File: src/rtl/pfair_pkg.sv
package pfair_pkg;
  typedef enum logic [1:0] {
    SYM_ZERO  = 2'b00,
    SYM_PLUS  = 2'b01,
    SYM_MINUS = 2'b11
  } sym_e;
endpackage

File: src/rtl/pfair_cfg_decode.sv
module pfair_cfg_decode #(
  parameter int NUM_TASKS = 4,
  parameter int IDX_W     = 2
) (
  input  logic                 accept,
  input  logic [IDX_W-1:0]     idx,
  output logic [NUM_TASKS-1:0] load
);
  for (genvar i = 0; i < NUM_TASKS; i++) begin : g_dec
    assign load[i] = accept && (idx == IDX_W'(i));
  end
endmodule

File: src/rtl/pfair_task_cell.sv
// One task entry: programmed demand and period, signed lag, and the
// residue Ideal - FloorIdeal, which always lies in [0, p).
module pfair_task_cell #(
  parameter int PERIOD_W = 8,
  parameter int LAG_W    = PERIOD_W + 2
) (
  input  logic                       clk,
  input  logic                       rst,
  input  logic                       tick,
  input  logic                       served,
  input  logic                       load,
  input  logic [PERIOD_W-1:0]        load_exec,
  input  logic [PERIOD_W-1:0]        load_period,
  output logic                       valid_o,
  output logic [PERIOD_W-1:0]        exec_o,
  output logic [PERIOD_W-1:0]        period_o,
  output logic [PERIOD_W-1:0]        resid_o,
  output logic signed [LAG_W-1:0]    lag_o
);
  localparam int EXT_W = LAG_W - PERIOD_W;

  logic                    valid_q;
  logic [PERIOD_W-1:0]     exec_q, period_q, resid_q;
  logic signed [LAG_W-1:0] lag_q;

  logic [PERIOD_W:0]       sum_w;
  logic                    crosses;
  logic signed [LAG_W-1:0] gain, cost;

  assign sum_w   = {1'b0, resid_q} + {1'b0, exec_q};
  assign crosses = sum_w >= {1'b0, period_q};
  assign gain    = $signed({{EXT_W{1'b0}}, exec_q});
  assign cost    = served ? $signed({{EXT_W{1'b0}}, period_q}) : '0;

  always_ff @(posedge clk) begin
    if (rst) begin
      valid_q  <= 1'b0;
      exec_q   <= '0;
      period_q <= '0;
      resid_q  <= '0;
      lag_q    <= '0;
    end else if (load) begin
      valid_q  <= 1'b1;
      exec_q   <= load_exec;
      period_q <= load_period;
      resid_q  <= '0;
      lag_q    <= '0;
    end else if (tick && valid_q) begin
      lag_q   <= lag_q + gain - cost;
      resid_q <= crosses ? (resid_q + exec_q - period_q) : (resid_q + exec_q);
    end
  end

  assign valid_o  = valid_q;
  assign exec_o   = exec_q;
  assign period_o = period_q;
  assign resid_o  = resid_q;
  assign lag_o    = lag_q;
endmodule

File: src/rtl/pfair_task_class.sv
// Symbol and class derivation for one entry.
module pfair_task_class
  import pfair_pkg::*;
#(
  parameter int PERIOD_W = 8,
  parameter int LAG_W    = PERIOD_W + 2
) (
  input  logic                    valid,
  input  logic [PERIOD_W-1:0]     exec_v,
  input  logic [PERIOD_W-1:0]     period_v,
  input  logic [PERIOD_W-1:0]     resid,
  input  logic signed [LAG_W-1:0] lag,
  output sym_e                    sym,
  output logic                    urgent,
  output logic                    ahead,
  output logic                    contend
);
  logic [PERIOD_W:0] next_rel;
  logic              lag_pos, lag_neg;

  // Ideal(t+1) - FloorIdeal(t) - p == resid + e - p
  assign next_rel = {1'b0, resid} + {1'b0, exec_v};
  assign lag_neg  = lag[LAG_W-1];
  assign lag_pos  = !lag[LAG_W-1] && (lag != '0);

  always_comb begin
    if (!valid)                            sym = SYM_ZERO;
    else if (next_rel > {1'b0, period_v})  sym = SYM_PLUS;
    else if (next_rel == {1'b0, period_v}) sym = SYM_ZERO;
    else                                   sym = SYM_MINUS;
  end

  always_comb begin
    urgent  = valid && lag_pos && (sym != SYM_MINUS);
    ahead   = valid && lag_neg && (sym != SYM_PLUS);
    contend = valid && !urgent && !ahead;
  end
endmodule

File: src/rtl/pfair_task_state.sv
module pfair_task_state
  import pfair_pkg::*;
#(
  parameter int NUM_TASKS = 4,
  parameter int PERIOD_W  = 8,
  localparam int IDX_W    = (NUM_TASKS > 1) ? $clog2(NUM_TASKS) : 1,
  localparam int LAG_W    = PERIOD_W + 2
) (
  input  logic                   clk,
  input  logic                   rst,
  input  logic                   slot_tick,
  input  logic                   cfg_valid,
  output logic                   cfg_ready,
  input  logic [IDX_W-1:0]       cfg_idx,
  input  logic [PERIOD_W-1:0]    cfg_exec,
  input  logic [PERIOD_W-1:0]    cfg_period,
  input  logic [NUM_TASKS-1:0]   sched_last,
  output logic [NUM_TASKS-1:0]   task_urgent,
  output logic [NUM_TASKS-1:0]   task_ahead,
  output logic [NUM_TASKS-1:0]   task_contend,
  output logic [2*NUM_TASKS-1:0] task_sym
);
  logic                 accept;
  logic [NUM_TASKS-1:0] load;

  assign cfg_ready = !slot_tick;
  assign accept    = cfg_valid && cfg_ready;

  pfair_cfg_decode #(.NUM_TASKS(NUM_TASKS), .IDX_W(IDX_W)) u_dec (
    .accept (accept),
    .idx    (cfg_idx),
    .load   (load)
  );

  for (genvar i = 0; i < NUM_TASKS; i++) begin : g_task
    logic                    valid;
    logic [PERIOD_W-1:0]     exec_v, period_v, resid;
    logic signed [LAG_W-1:0] lag;
    sym_e                    sym;

    pfair_task_cell #(.PERIOD_W(PERIOD_W), .LAG_W(LAG_W)) u_cell (
      .clk         (clk),
      .rst         (rst),
      .tick        (slot_tick),
      .served      (sched_last[i]),
      .load        (load[i]),
      .load_exec   (cfg_exec),
      .load_period (cfg_period),
      .valid_o     (valid),
      .exec_o      (exec_v),
      .period_o    (period_v),
      .resid_o     (resid),
      .lag_o       (lag)
    );

    pfair_task_class #(.PERIOD_W(PERIOD_W), .LAG_W(LAG_W)) u_class (
      .valid    (valid),
      .exec_v   (exec_v),
      .period_v (period_v),
      .resid    (resid),
      .lag      (lag),
      .sym      (sym),
      .urgent   (task_urgent[i]),
      .ahead    (task_ahead[i]),
      .contend  (task_contend[i])
    );

    assign task_sym[2*i+1:2*i] = sym;
  end
endmodule

File: config.mk
export PLATFORM = sky130hd
export DESIGN_NAME = pfair_task_state
export DESIGN_NICKNAME = d
export VERILOG_FILES = /design/src/rtl/pfair_pkg.sv /design/src/rtl/pfair_cfg_decode.sv /design/src/rtl/pfair_task_cell.sv /design/src/rtl/pfair_task_class.sv /design/src/rtl/pfair_task_state.sv
export SDC_FILE = /design/constraint.sdc
export NUM_CORES = 1
export LEC_CHECK = 0
export ABC_AREA = 1
export BUFFER_PORTS_ARGS = -buffer_cell sky130_fd_sc_hd__buf_2
export CORE_MARGIN = 3
export CORE_UTILIZATION = 35
export DETAILED_ROUTE_END_ITERATION = 12
export SETUP_SLACK_MARGIN = 0.1
export SLEW_MARGIN = 40
export SYNTH_ARGS = -nofsm -noshare
export SYNTH_HDL_FRONTEND = slang
export SYNTH_SLANG_ARGS = --single-unit
File: constraint.sdc
create_clock -name clk -period 4.2 [get_ports clk]
set_input_delay 0.63 -clock clk [delete_from_list [all_inputs] [get_ports clk]]
set_output_delay 0.63 -clock clk [all_outputs]
set_load 0.005 [all_outputs]
==> impl_metrics.yaml <==
run_status:
  status: "finished, final reports clean"
timing:
  fin_crit_sh_pct: 92.1
  relSlewSlack_pct: 52.0
  rsz0062_at_grt: "true"
  setup-tns-final_ns: 0
  tightest_slew_ns: 0.718
  setup_ws_ns: 0.331
  fin_skew_ns: 0.0117
  slew_violations: 0
  fmax_mhz: 258
  period_needed_ns: 3.87
  hold_viol: 0
  setup_viol: 0
setup_path:
  cp.depth: 20
  r2r-start: "g_task[2].u_cell.exec_o[0]$_SDFFE_PP0P_"
  endpoint: "task_contend[0]"
  critical_path_arrival_ns: 3.24
  cp-startpoint: "g_task[0].u_cell.resid_o[0]$_SDFFE_PP0P_"
  cp_max_fo: 10
  critPathKind: "flip-flop to output port"
  path_cells: "ha_1, inv_1, fa_2, nand3b_1, nand2_2, nand2_1, nand2_1, nand2_1, nand2_1, inv_1, ha_4, nand2_1, nor2_2, a21o_1, nor2_8, nand2_8, nand3_1, inv_1, nor3_2, buf_2"
  reg2reg_depth: 21
  crit_buf_inv: 4
  r2r-end: "g_task[2].u_cell.resid_o[5]$_SDFFE_PP0P_"
  slowest_delay_ns: 0.35
  cpMostUsedCell: "nand2_1"
  crit_family: "simple AND/OR/NAND/NOR gates"
  cpMaxStageDelayCell: "fa_2"
  reg2reg_slack_ns: 1.22
  required_ns: 3.57
  start_kind: "flip-flop"
  worst_setup_path_end_kind: "output port"
floorplanning:
  rows: 66
  die_w_um: 190
  core_mm2: 0.0329
  io_pins: 47
  die_h_um: 190
  start_util_pct: 36.0
  die_area_mm2: 0.0361
cells_and_area:
  area_growth_pct: 12.3
  drive_gt1_share_pct: 12.2
  layout_common_cells: "375 x inv_1, 316 x nand2_1, 168 x a21oi_1, 139 x dfxtp_1, 120 x nand3_1"
  nFillCells: 3416
  final_common_cell: "inv_1"
  multi_input_area_mm2: 0.00751
  stdcell_count: 2207
  register_area_mm2: 0.00280
  nNetsFinal: 1926
  utilization_pct: 40.4
synthesis:
  synth_area_per_cell_um2: 6.87
  ys_ff_latch: 140
  postSynthCellCount: 1724
  async_reset_ff_share_pct: 0
  yosys.area.top_type: "dfxtp_1"
  yosysTopAreaCellShare_pct: 23.7
  synth_seq_area_share_pct: 23.7
  synth_warnings: 0
  synth-main-ff-cell: "dfxtp_1"
  synth_edf_count: 0
  ys_types: 45
  synth_area_leaders: "dfxtp_1 24%, inv_1 12%, ha_1 11%, nand2_1 10%, a21oi_1 7.3%"
  syn_area_mm2: 0.0119
  synth_nets: 1898
route:
  wirelength_um: 32500
  vias: 10700
  drt_first_pass_iters: 5
  drc: 0
  ant_nets: 0
  drt-initial-drc-count: 728
  drt-wirelength-per-cell_um: 14.7
  viasPerCell: 4.85
power:
  fin_total_pwr_mw: 4.48
  vdd.ir_drop.worst_uv: 240
  powerDensity_mw_per_mm2: 337
  p_leak_nw: 6.84
cts:
  cts_tree: "done"
  cts_buffers: 17
  clock_latency_ns: 0.43
  cts_sinks: 140
  clockBufferDepth: 2
  root_buffer: "clkbuf_16"
  cts_hold_buffers: 0
  path_clk_slew_ns: 0.06
  htreeDepth: 4
placement:
  dp_worst_setup_slack_ns: 0.553
  gp_congestion: 0.904
  dp_hpwl_um: 24900
  port_buffers: 46
  place_inst: 2162
grt:
  overflow: 0
  antenna_found_initial: 1
  grt_pass1_wl_um: 52300
  grt_max_degree: 65
  track_usage_pct: 18.0
  grt_pass1_vias: 10200
min_path:
  hold_class: "flip-flop to flip-flop"
run:
  drv_cap: 0
==> logic make-up (layout without fill, tap and decap cells) <==
family,after synthesis,count (layout),synth area share (%)
simple gates,638,638,25.6
buf+inv,438,478,14.8
compound gates,312,312,14.2
fa+ha+maj,148,148,18.2
flops,140,140,23.7
xor+xnor,48,48,3.55
other cells,0,1,0
==> cell usage after synthesis (all sizes together), types with 6 or more instances <==
library cell	instances
inv	381
nand2	357
a21oi	186
dfxtp	140
nand3	136
ha	108
o21ai	95
nor2	88
fa	40
xor2	32
clkbuf	29
buf	26
nand3b	19
xnor2	16
nand4	14
o21bai	11
or2	11
nor3	7
o211ai	6
==> state kept, by name, summed over array words and instances (netlist names) <==
register	flops
g_task.u_cell.lag_o	40
g_task.u_cell.exec_o	32
g_task.u_cell.period_o	32
g_task.u_cell.resid_o	32
g_task.u_cell.valid_o	4
==> routing by layer <==
metal  vias to the layer above  GRT usage [%]  routed length, µm
met5                         -              0                  0
met4                         0           5.15                860
met3                        48           2.97               1640
met2                       230           28.8              14300
met1                      4961           25.0              15600
li1                       5475              -                  -
==> worst min-delay path by stage <==
stage / startpoint / endpoint / cells after the start
2_1_floorplan: g_task[0].u_cell.lag_o[2]$_SDFFE_PP0P_ / g_task[0].u_cell.lag_o[2]$_SDFFE_PP0P_ / 2
3_3_place_gp: g_task[1].u_cell.lag_o[2]$_SDFFE_PP0P_ / g_task[1].u_cell.lag_o[2]$_SDFFE_PP0P_ / 2
3_5_place_dp: g_task[1].u_cell.lag_o[2]$_SDFFE_PP0P_ / g_task[1].u_cell.lag_o[2]$_SDFFE_PP0P_ / 2
4_1_cts: g_task[3].u_cell.resid_o[0]$_SDFFE_PP0P_ / g_task[3].u_cell.resid_o[0]$_SDFFE_PP0P_ / 2
5_1_grt: g_task[0].u_cell.lag_o[2]$_SDFFE_PP0P_ / g_task[0].u_cell.lag_o[2]$_SDFFE_PP0P_ / 2
6_report: g_task[3].u_cell.resid_o[0]$_SDFFE_PP0P_ / g_task[3].u_cell.resid_o[0]$_SDFFE_PP0P_ / 2
==> tightest hold or removal path: stages (launching register included) <==
cell and delay (ns):
dfxtp_1 0.31, nand2_1 0.06, a21oi_1 0.06
==> final cells by class <==
| class | count | share of cell area, % |
|---|---|---|
| Clock buffer | 22 | 3.56 |
| Timing Repair Buffer | 64 | 2.75 |
| Clock inverter | 9 | 1.20 |
| Sequential cell | 140 | 21.1 |
| Tap cell | 442 | 4.16 |
| Multi-Input combinational cell | 1146 | 56.4 |
| Antenna cell | 1 | 0.0188 |
| Inverter | 383 | 10.8 |
==> repair_timing <==
item / in CTS / in global routing
pin swaps: 0 / 9
resized for setup: 3 / 37
buffers inserted: 0 / 13
setup endpoints to repair: 2 / 17
hold endpoints to repair: 0 / 0
gates cloned: 0 / 0
==> stage by stage <==
stage / hold slack, ns / area (µm²)
6_report: 0.470 / 13300
3_5_place_dp: 0.461 / 12400
4_1_cts: 0.472 / 13000
2_1_floorplan: 0.445 / 11900
3_3_place_gp: 0.453 / 12400
5_1_grt: 0.488 / 13300
==> power breakdown <==
part	leakage (nW)	total [mW]	switching [mW]	internal, mW
Sequential	1.13	1.39	0.0250	1.37
Combinational	5.40	1.42	0.879	0.544
Clock	0.299	1.67	0.623	1.04
(Power assumes the default switching activity.)
